<file path="config.mk">
export PLATFORM = sky130hd
export DESIGN_NAME = tcp_ack_reporter
export DESIGN_NICKNAME = d
export VERILOG_FILES = /design/src/rtl/ackrep_pkg.sv /design/src/rtl/ackrep_nibble_asm.sv /design/src/rtl/ackrep_frame_parser.sv /design/src/rtl/ackrep_report_ctrl.sv /design/src/rtl/ackrep_uart_tx.sv /design/src/rtl/tcp_ack_reporter.sv
export SDC_FILE = /design/constraint.sdc
export NUM_CORES = 1
export LEC_CHECK = 0
export BUFFER_PORTS_ARGS = -buffer_cell sky130_fd_sc_hd__buf_2
export CORE_ASPECT_RATIO = 0.9
export CORE_UTILIZATION = 30
export DETAILED_ROUTE_END_ITERATION = 16
export SLEW_MARGIN = 20
export SYNTH_ARGS = -nofsm -noshare
export SYNTH_HDL_FRONTEND = slang
export SYNTH_SLANG_ARGS = --single-unit
</file>
<file path="constraint.sdc">
create_clock -name clk -period 5.4 [get_ports clk]
set_clock_uncertainty 0.1 [all_clocks]
set_input_delay 0.81 -clock clk [delete_from_list [all_inputs] [get_ports clk]]
set_output_delay 0.81 -clock clk [all_outputs]
set_load 0.05 [all_outputs]
</file>
<file path="src/rtl/ackrep_pkg.sv">
package ackrep_pkg;
    typedef enum logic [1:0] {NB_IDLE, NB_PRE, NB_DATA} nb_state_e;
    typedef enum logic [1:0] {RP_IDLE, RP_PUSH, RP_HOLD, RP_DRAIN} rp_state_e;
    localparam int ETH_HDR_BYTES = 14;
    localparam int IP_PROTO_IDX  = 23;
    localparam int ACK_OFFS      = 8;
    localparam int FLAG_OFFS     = 13;
endpackage

</file>
<file path="src/rtl/ackrep_nibble_asm.sv">
module ackrep_nibble_asm import ackrep_pkg::*; (
    input  logic       clk,
    input  logic       rst_n,
    input  logic [3:0] rxd,
    input  logic       rx_dv,
    input  logic       rx_er,
    output logic       byte_vld,
    output logic [7:0] byte_dat,
    output logic       frm_end,
    output logic       frm_err
);
    typedef struct packed {
        nb_state_e  state;
        logic [3:0] prev;
        logic [3:0] lo;
        logic       phase;
        logic       err;
        logic       bvld;
        logic [7:0] bdat;
        logic       fend;
        logic       ferr;
    } nb_regs_t;

    nb_regs_t q, d;

    always_comb begin
        d      = q;
        d.bvld = 1'b0;
        d.fend = 1'b0;
        case (q.state)
            NB_IDLE: begin
                if (rx_dv) begin
                    d.state = NB_PRE;
                    d.prev  = rxd;
                    d.err   = rx_er;
                end
            end
            NB_PRE: begin
                if (!rx_dv) begin
                    d.state = NB_IDLE;
                end else begin
                    d.err  = q.err | rx_er;
                    d.prev = rxd;
                    if (q.prev == 4'h5 && rxd == 4'hD) begin
                        d.state = NB_DATA;
                        d.phase = 1'b0;
                    end
                end
            end
            NB_DATA: begin
                if (!rx_dv) begin
                    d.fend  = 1'b1;
                    d.ferr  = q.err;
                    d.state = NB_IDLE;
                end else begin
                    d.err = q.err | rx_er;
                    if (!q.phase) begin
                        d.lo    = rxd;
                        d.phase = 1'b1;
                    end else begin
                        d.bdat  = {rxd, q.lo};
                        d.bvld  = 1'b1;
                        d.phase = 1'b0;
                    end
                end
            end
            default: d.state = NB_IDLE;
        endcase
    end

    always_ff @(posedge clk or negedge rst_n) begin
        if (!rst_n) q <= '{state: NB_IDLE, default: '0};
        else        q <= d;
    end

    assign byte_vld = q.bvld;
    assign byte_dat = q.bdat;
    assign frm_end  = q.fend;
    assign frm_err  = q.ferr;

    a_r2_byte_needs_dv: assert property (@(posedge clk) disable iff (!rst_n)
        byte_vld |-> $past(rx_dv));
    a_r2_end_after_dv_drop: assert property (@(posedge clk) disable iff (!rst_n)
        frm_end |-> !$past(rx_dv));
endmodule

</file>
<file path="src/rtl/ackrep_frame_parser.sv">
module ackrep_frame_parser import ackrep_pkg::*; #(
    parameter int IDX_W = 16
) (
    input  logic        clk,
    input  logic        rst_n,
    input  logic        byte_vld,
    input  logic [7:0]  byte_dat,
    input  logic        frm_end,
    input  logic        frm_err,
    output logic [31:0] ack_val
);
    typedef struct packed {
        logic [IDX_W-1:0] idx;
        logic             eth_ok;
        logic             ip_ok;
        logic             proto_ok;
        logic [3:0]       ihl;
        logic [31:0]      ack_sh;
        logic             flag_ok;
        logic [31:0]      ack;
    } pr_regs_t;

    pr_regs_t q, d;
    logic [IDX_W-1:0] tcp_base;

    always_comb begin
        tcp_base = IDX_W'(ETH_HDR_BYTES) + IDX_W'({q.ihl, 2'b00});
        d = q;
        if (byte_vld) begin
            if (q.idx == IDX_W'(12)) d.eth_ok = (byte_dat == 8'h08);
            if (q.idx == IDX_W'(13)) d.eth_ok = q.eth_ok && (byte_dat == 8'h00);
            if (q.idx == IDX_W'(ETH_HDR_BYTES)) begin
                d.ip_ok = (byte_dat[7:4] == 4'h4) && (byte_dat[3:0] >= 4'h5);
                d.ihl   = byte_dat[3:0];
            end
            if (q.idx == IDX_W'(IP_PROTO_IDX)) d.proto_ok = (byte_dat == 8'h06);
            if (q.idx > IDX_W'(ETH_HDR_BYTES) &&
                q.idx >= tcp_base + IDX_W'(ACK_OFFS) &&
                q.idx <  tcp_base + IDX_W'(ACK_OFFS + 4))
                d.ack_sh = {q.ack_sh[23:0], byte_dat};
            if (q.idx > IDX_W'(ETH_HDR_BYTES) &&
                q.idx == tcp_base + IDX_W'(FLAG_OFFS))
                d.flag_ok = byte_dat[4];
            if (q.idx != '1) d.idx = q.idx + 1'b1;
        end
        if (frm_end) begin
            if (q.eth_ok && q.ip_ok && q.proto_ok && q.flag_ok && !frm_err)
                d.ack = q.ack_sh;
            d.idx      = '0;
            d.eth_ok   = 1'b0;
            d.ip_ok    = 1'b0;
            d.proto_ok = 1'b0;
            d.flag_ok  = 1'b0;
            d.ihl      = 4'h5;
        end
    end

    always_ff @(posedge clk or negedge rst_n) begin
        if (!rst_n) q <= '{ihl: 4'h5, default: '0};
        else        q <= d;
    end

    assign ack_val = q.ack;

    a_r5_errored_frame_keeps: assert property (@(posedge clk) disable iff (!rst_n)
        (frm_end && frm_err) |=> $stable(ack_val));
    a_r5_only_at_frame_end: assert property (@(posedge clk) disable iff (!rst_n)
        !frm_end |=> $stable(ack_val));
endmodule

</file>
<file path="src/rtl/ackrep_report_ctrl.sv">
module ackrep_report_ctrl import ackrep_pkg::*; #(
    parameter int PERIOD_CYC = 5_000_000,
    localparam int CW = $clog2(PERIOD_CYC)
) (
    input  logic        clk,
    input  logic        rst_n,
    input  logic [31:0] ack_val,
    input  logic        uart_busy,
    output logic        tx_go,
    output logic [7:0]  tx_byte
);
    typedef struct packed {
        logic [CW-1:0] cnt;
        rp_state_e     state;
        logic [1:0]    idx;
        logic [31:0]   snap;
    } rp_regs_t;

    rp_regs_t q, d;
    logic tick;

    always_comb begin
        tick  = (q.cnt == CW'(PERIOD_CYC - 1));
        d     = q;
        d.cnt = tick ? '0 : q.cnt + 1'b1;
        case (q.state)
            RP_IDLE: begin
                if (tick) begin
                    d.snap  = ack_val;
                    d.idx   = 2'd0;
                    d.state = RP_PUSH;
                end
            end
            RP_PUSH: d.state = RP_HOLD;
            RP_HOLD: d.state = RP_DRAIN;
            RP_DRAIN: begin
                if (!uart_busy) begin
                    if (q.idx == 2'd3) begin
                        d.state = RP_IDLE;
                    end else begin
                        d.idx   = q.idx + 2'd1;
                        d.state = RP_PUSH;
                    end
                end
            end
            default: d.state = RP_IDLE;
        endcase
    end

    always_comb begin
        case (q.idx)
            2'd0:    tx_byte = q.snap[31:24];
            2'd1:    tx_byte = q.snap[23:16];
            2'd2:    tx_byte = q.snap[15:8];
            default: tx_byte = q.snap[7:0];
        endcase
    end
    assign tx_go = (q.state == RP_PUSH);

    always_ff @(posedge clk or negedge rst_n) begin
        if (!rst_n) q <= '{state: RP_IDLE, default: '0};
        else        q <= d;
    end

    a_r9_snapshot_held: assert property (@(posedge clk) disable iff (!rst_n)
        (q.state != RP_IDLE && $past(q.state) != RP_IDLE) |-> $stable(q.snap));
    a_r7_start_follows_tick: assert property (@(posedge clk) disable iff (!rst_n)
        (q.state == RP_PUSH && $past(q.state) == RP_IDLE) |-> $past(tick));
endmodule

</file>
<file path="src/rtl/ackrep_uart_tx.sv">
module ackrep_uart_tx #(
    parameter int CLKS_PER_BIT = 217,
    localparam int BW = $clog2(CLKS_PER_BIT)
) (
    input  logic       clk,
    input  logic       rst_n,
    input  logic       go,
    input  logic [7:0] din,
    output logic       busy,
    output logic       txd
);
    typedef struct packed {
        logic          busy;
        logic [9:0]    sh;
        logic [BW-1:0] bcnt;
        logic [3:0]    nbit;
    } ut_regs_t;

    ut_regs_t q, d;

    always_comb begin
        d = q;
        if (!q.busy) begin
            if (go) begin
                d.busy = 1'b1;
                d.sh   = {1'b1, din, 1'b0};
                d.bcnt = '0;
                d.nbit = 4'd0;
            end
        end else if (q.bcnt == BW'(CLKS_PER_BIT - 1)) begin
            d.bcnt = '0;
            d.sh   = {1'b1, q.sh[9:1]};
            if (q.nbit == 4'd9) d.busy = 1'b0;
            else                d.nbit = q.nbit + 4'd1;
        end else begin
            d.bcnt = q.bcnt + 1'b1;
        end
    end

    always_ff @(posedge clk or negedge rst_n) begin
        if (!rst_n) q <= '{sh: '1, default: '0};
        else        q <= d;
    end

    assign busy = q.busy;
    assign txd  = q.sh[0];

    a_r8_go_when_idle: assert property (@(posedge clk) disable iff (!rst_n)
        go |-> !busy);
    a_r8_start_bit_low: assert property (@(posedge clk) disable iff (!rst_n)
        $rose(busy) |-> !txd);
    a_r1_idle_line_high: assert property (@(posedge clk) disable iff (!rst_n)
        (!busy && !$past(busy)) |-> txd);
endmodule

</file>
<file path="src/rtl/tcp_ack_reporter.sv">
module tcp_ack_reporter #(
    parameter int PERIOD_CYC   = 5_000_000,
    parameter int CLKS_PER_BIT = 217
) (
    input  logic       clk,
    input  logic       rst_n,
    input  logic [3:0] mii_rxd,
    input  logic       mii_rx_dv,
    input  logic       mii_rx_er,
    output logic       uart_txd
);
    logic        byte_vld, frm_end, frm_err, tx_go, uart_busy;
    logic [7:0]  byte_dat, tx_byte;
    logic [31:0] ack_val;

    ackrep_nibble_asm u_nib (
        .clk(clk), .rst_n(rst_n), .rxd(mii_rxd), .rx_dv(mii_rx_dv), .rx_er(mii_rx_er),
        .byte_vld(byte_vld), .byte_dat(byte_dat), .frm_end(frm_end), .frm_err(frm_err)
    );

    ackrep_frame_parser u_parse (
        .clk(clk), .rst_n(rst_n), .byte_vld(byte_vld), .byte_dat(byte_dat),
        .frm_end(frm_end), .frm_err(frm_err), .ack_val(ack_val)
    );

    ackrep_report_ctrl #(.PERIOD_CYC(PERIOD_CYC)) u_rep (
        .clk(clk), .rst_n(rst_n), .ack_val(ack_val), .uart_busy(uart_busy),
        .tx_go(tx_go), .tx_byte(tx_byte)
    );

    ackrep_uart_tx #(.CLKS_PER_BIT(CLKS_PER_BIT)) u_uart (
        .clk(clk), .rst_n(rst_n), .go(tx_go), .din(tx_byte),
        .busy(uart_busy), .txd(uart_txd)
    );
endmodule

</file>
=== Word-level counts from Yosys, hierarchy flattened ===
Cells that the tools add are included.

* Register bits: 193
* Output and inout port bits: 1
* Input port bits: 8
* Logic and storage cells: 163

* Add/subtract/negate cells: 9
* Bitwise operators: 3
* Eq/ne operators: 33
* Multiplexer cells: 44
* Reductions and logical operators: 45
* $lt $le $gt $ge: 4

{| class="wikitable"
|+ Operator list
! kind !! number
|-
| $mux 23 || 4
|-
| $mux 32 || 2
|-
| $mux 56 || 1
|-
| $add 16x4->16 const B || 3
|-
| $eq 16x4->1 const B || 3
|-
| $mux 36 || 1
|-
| $mux 11 || 3
|-
| $mux 33 || 1
|-
| $pmux 8 s3 || 1
|-
| $add 23x1->23 const B || 1
|-
| $eq 23x23->1 const B || 1
|-
| $reduce_and 2->1 || 11
|-
| $mux 4 || 5
|-
| $reduce_bool 2->1 || 9
|-
| $add 16x1->16 const B || 1
|-
| $eq 16x16->1 || 1
|-
| $eq 16x5->1 const B || 1
|-
| $ge 16x16->1 || 1
|-
| $gt 16x4->1 const B || 1
|-
| $lt 16x16->1 || 1
|-
| $mux 16 || 1
|-
| $ne 16x16->1 const B || 1
|-
| $ne 2x2->1 const B || 8
|-
| $reduce_and 3->1 || 5
|-
| 33 further kinds || 71
|}

=== Longest topological paths before layout ===
* Depth after elaboration: 8
* Gate-level depth with buffers: 15

=== Hierarchy ===
A second synthesis with hierarchy kept.

* Cells, all modules: 864
* Area total of the unflattened synthesis: 10186.0 um^2

{| class="wikitable"
|+ By module, submodules not included
! module !! cells each !! times used !! area an instance (um^2) !! seq. area each (um^2)
|-
| ackrep_frame_parser || 400 || 1 || 4631.9 || 2204.6
|-
| ackrep_report_ctrl || 257 || 1 || 3118.0 || 1476.4
|-
| ackrep_uart_tx || 119 || 1 || 1286.2 || 588.1
|-
| ackrep_nibble_asm || 88 || 1 || 1149.9 || 575.6
|}

=== Worst setup path before layout ===
Ideal clock, no wire load.

* Kind: reg-to-reg
* Start: register u_parse.q[65] (netlist bit)
* End: register u_parse.q[63] (netlist bit)
* Setup time: 127 ps
* Slack: 1960 ps
* Arrival: 3213 ps
* Stages on the path, launching flop included: 15
* Clock period less this slack: 3440 ps
* Data required time: 5173 ps
* Path through: dfstp_2 inv_1 ha_1 xnor2_1 ha_1 a22oi_1 o221ai_1 xnor2_1 ha_1 nand3_1 nor3_1 nor4_1 o21ai_2 buf_6 mux2_1

* Word-level cells in the longest chain between the ends: 6
* Elaborated cells between the ends (all ways): 8
* Those cells by class: add/sub: 3; order compare: 2; reduce/logical: 3

{| class="wikitable"
|+ Ends and longest elaborated chain
! element !! RTL line !! source
|-
| start: declaration || ackrep_frame_parser.sv:23 || <nowiki>pr_regs_t q, d;</nowiki>
|-
| start signal: assignment || ackrep_frame_parser.sv:59 || <nowiki>if (!rst_n) q <= '{ihl: 4'h5, default: '0};</nowiki>
|-
| start signal: assignment || ackrep_frame_parser.sv:60 || <nowiki>else q <= d;</nowiki>
|-
| $add 4x6->7 (*) || ackrep_frame_parser.sv:27 || <nowiki>tcp_base = IDX_W'(ETH_HDR_BYTES) + IDX_W'({q.ihl, 2'b00});</nowiki>
|-
| $add 16x4->16 || ackrep_frame_parser.sv:38 || <nowiki>q.idx >= tcp_base + IDX_W'(ACK_OFFS) &&</nowiki>
|-
| $ge 16x16->1 || ackrep_frame_parser.sv:38 ||
|-
| $logic_and 1x1->1 || ackrep_frame_parser.sv:37 || <nowiki>if (q.idx > IDX_W'(ETH_HDR_BYTES) &&</nowiki>
|-
| $logic_and 1x1->1 (*) || ackrep_frame_parser.sv:38 ||
|-
| $reduce_and 2->1 (no line) (*) || n/a ||
|}

Mark *: on every way between the ends. The rest lies on a longest branch, timed or not.
A chain may end at the register's enable or synchronous reset.

=== Final worst setup path ===
* Start: register u_parse.q[65] (netlist bit)
* End: register u_parse.q[64] (netlist bit)

The elaborated chain is that of the path after synthesis.

==> impl_results.md <==
* Hold crit path type: in2async
* Dpl hpwl at 10900 microns
* Minimum clock period at 4.07 ns
* Starting DRT DRC Count at 372
* Register area share after synthesis at 52.4%
* Synth warnings at 0
* GRT Total Usage at 11.3%
* Core Area at 30100 sq um
* Die height at 169 microns
* Tcrit/Tclk final at 75.4%
* Initial DRT Pass Iterations at 4
* Clk sinks at 193
* Synth async-reset ratio at 100%
* Setup WS post-layout at 1.33 ns
* Antenna Nets Post-Route at 0
* CTS tree: done
* Syn Std Cell Area at 9250 sq um
* Setup Fix Bufs, Post-CTS at 0
* Routability cong. at 0.794
* Drt via density at 4.84
* Internal at 2470 uW
* Mapped Avg Cell Area at 12.0 sq um
* Worst-Margin Slew at 0.890 ns
* DRC at 0
* Worst-path clk slew at 0.07 ns
* Worst rel slew slack at 40.2%
* Post-Syn Instances at 771
* Antenna violations before repair at 0
* Synth top area share at 49.0%
* Post-Place Setup Slack at 1.32 ns
* Syn-to-layout area delta at 11.3%
* H-tree depth at 4
* Final Hold Viols at 0
* Largest net degree at the start of global routing at 124
* Synth Register Bits at 193
* Comb power frac at 12.0%
* Hold slack at 0.280 ns
* Critical path class: reg2reg
* Setup_tns at 0 ns
* Fillers at 2954
* Crit-path max FO at 19
* Multi-input logic area at 4160 sq um
* CP endpoint kind: flop
* VDD IR max at 0.232 mV
* Hold buffers post-CTS at 0
* Reg area at 4840 sq um
* Die X at 187 microns
* Status: completed
* Clock latency on the worst-skew pair at 0.43 ns
* CP arrival at 4.29 ns
* Routed WL at 16600 microns
* Vias at 5734
* Most common cell in the netlist: dfrtp_1
* Initial Utilization at 30.7%
* DIE AREA at 31500 sq um
* Post-CTS sizing at 0
* Layout cells sized above 1 at 22.6%
* Number of max-cap violations at 0
* Unrepaired setup endpoints after global routing: no
* NumNets Final at 817
* Input/output buffers at 8
* Synth Net Count at 816
* Area leader, netlist: dfrtp_1
* First-pass GRT wire length at 28900 microns
* Total power at 3300 uW
* Nature of the critical path startpoint: flop
* Max-slew violations at 0
* CTS Root Buffer Type: clkbuf_16
* Ant diodes at 0
* CTS Buf Count at 17
* Leakage Power at 0.00480 uW
* CTS Buffer Depth at 2
* IO Count at 9
* Final number of setup-violating endpoints at 0
* Vias in the first global route at 5685
* Main flop type after synthesis: dfrtp_1
* F_max at 246 MHz
* Seq pwr share at 48.9%
* Synth area leaders: dfrtp_1 49%, mux2_2 10%, ha_1 5.0%
* Clock share of power at 39.1%
* NetSw at 835 uW
* Required time worst endpoint at 5.61 ns
* P per Cell Area at 321 nW/um^2
* Switching Share at 25.3%
* Top post-synthesis cells by count: 181 x dfrtp_1, 85 x mux2_2, 47 x o21ai_0, 46 x nor2_1, 41 x nand2_1
* Row cnt at 60
* DR WL/cell at 14.0 microns
* Post-synth EDFFs at 0
* Library cells used by synthesis at 64
* Remaining Overflow, GRT at 0
-- kinds of logic after synthesis --
family | count (synthesis) | synth area share [%]
AND/OR/NAND/NOR | 197 | 11.3
flip-flops | 193 | 52.4
multiplexers | 125 | 16.3
AO/OA/AOI/OAI | 121 | 8.29
buffers and inverters | 57 | 2.84
XOR/XNOR | 41 | 3.88
adder cells (fa/ha/maj) | 37 | 5.00
-- per-layer routing --
metal / vias up / GRT usage [%] / wire length, microns
met4: 0 / 3.88 / 167
li1: 2792 / - / -
met1: 2878 / 15.8 / 8690
met5: - / 0 / 0
met3: 12 / 2.72 / 389
met2: 52 / 16.9 / 7360
-- metrics by stage --
step                      util, %  area (sq um)  instances
after CTS                    34.2         10300       1185
after global placement       32.2          9690       1156
final                        34.2         10300       1185
after global routing         34.2         10300       1185
after detailed placement     32.2          9690       1156
after floorplan                 -          9250        771
-- layout by cell type (no fill, tap or decap), types with 9 or more instances in the layout --
| cell type | count |
|---|---|
| dfstp_2 | 12 |
| a21oi_1 | 25 |
| xor2_1 | 21 |
| xnor2_1 | 20 |
| mux2_2 | 85 |
| nand2_1 | 41 |
| o21ai_0 | 47 |
| inv_1 | 27 |
| ha_1 | 37 |
| nor2_1 | 46 |
| nand3_1 | 21 |
| clkbuf_16 | 17 |
| mux2_4 | 30 |
| dfrtp_1 | 181 |
| a22oi_1 | 9 |
| mux2i_1 | 9 |
| nor3_1 | 12 |
| nand4_1 | 19 |
-- sequential cells by signal (all words and copies together), names as in the netlist --
name             cells
u_nib.byte_dat       8
u_nib.byte_vld       1
u_nib.frm_end        1
u_nib.frm_err        1
u_nib.q             12
u_parse.ack_val     32
u_parse.q           56
u_rep.q             59
u_uart.busy          1
u_uart.q            21
u_uart.txd           1
-- worst max-delay path: stages, from the launching register on --
cell     delay, ns
dfstp_2       0.60
inv_1         0.09
ha_1          0.26
xnor2_1       0.31
ha_1          0.33
xnor2_1       0.16
xnor2_1       0.15
ha_1          0.27
o211a_1       0.11
o31ai_1       0.06
a21oi_1       0.11
o21ai_2       0.63
buf_4         0.40
mux2_2        0.37
-- power by group through the flow --
stage	registers (uW)	logic, uW	clock network, uW
2_1_floorplan	1600	318	0
3_3_place_gp	1640	396	0
3_5_place_dp	1640	401	0
4_1_cts	1620	401	1330
5_1_grt	1630	456	1390
6_report	1620	398	1290
-- area by class of cell --
class                   count  share of cell area, %
clock buffers              20                   4.53
clock inverters             9                   1.30
inverters                  27                  0.984
multi-input cells         521                   40.4
flip-flops and latches    193                   47.0
well taps                 403                   4.90
repair buffers             12                  0.887
-- path summary, 6_finish.rpt --
check / from / end / slack (ns) / cells past startpoint
worst max-delay path: u_parse.q[65]$_DFFE_PN1P_ / u_parse.q[64]$_DFFE_PN0P_ / 1.33 / 13
worst min-delay path: rst_n / u_rep.q[53]$_DFF_PN0_ / 0.28 / 1
worst min register to register: u_uart.q[13]$_DFFE_PN1P_ / u_uart.txd$_DFFE_PN1P_ / 0.38 / 2
worst max register to register: u_parse.q[65]$_DFFE_PN1P_ / u_parse.q[64]$_DFFE_PN0P_ / 1.33 / 13
min in group clk: u_uart.q[13]$_DFFE_PN1P_ / u_uart.txd$_DFFE_PN1P_ / 0.38 / 2
max in group asynchronous: rst_n / u_parse.q[87]$_DFFE_PN0P_ / 3.86 / 2
(Power assumes the default switching activity.)
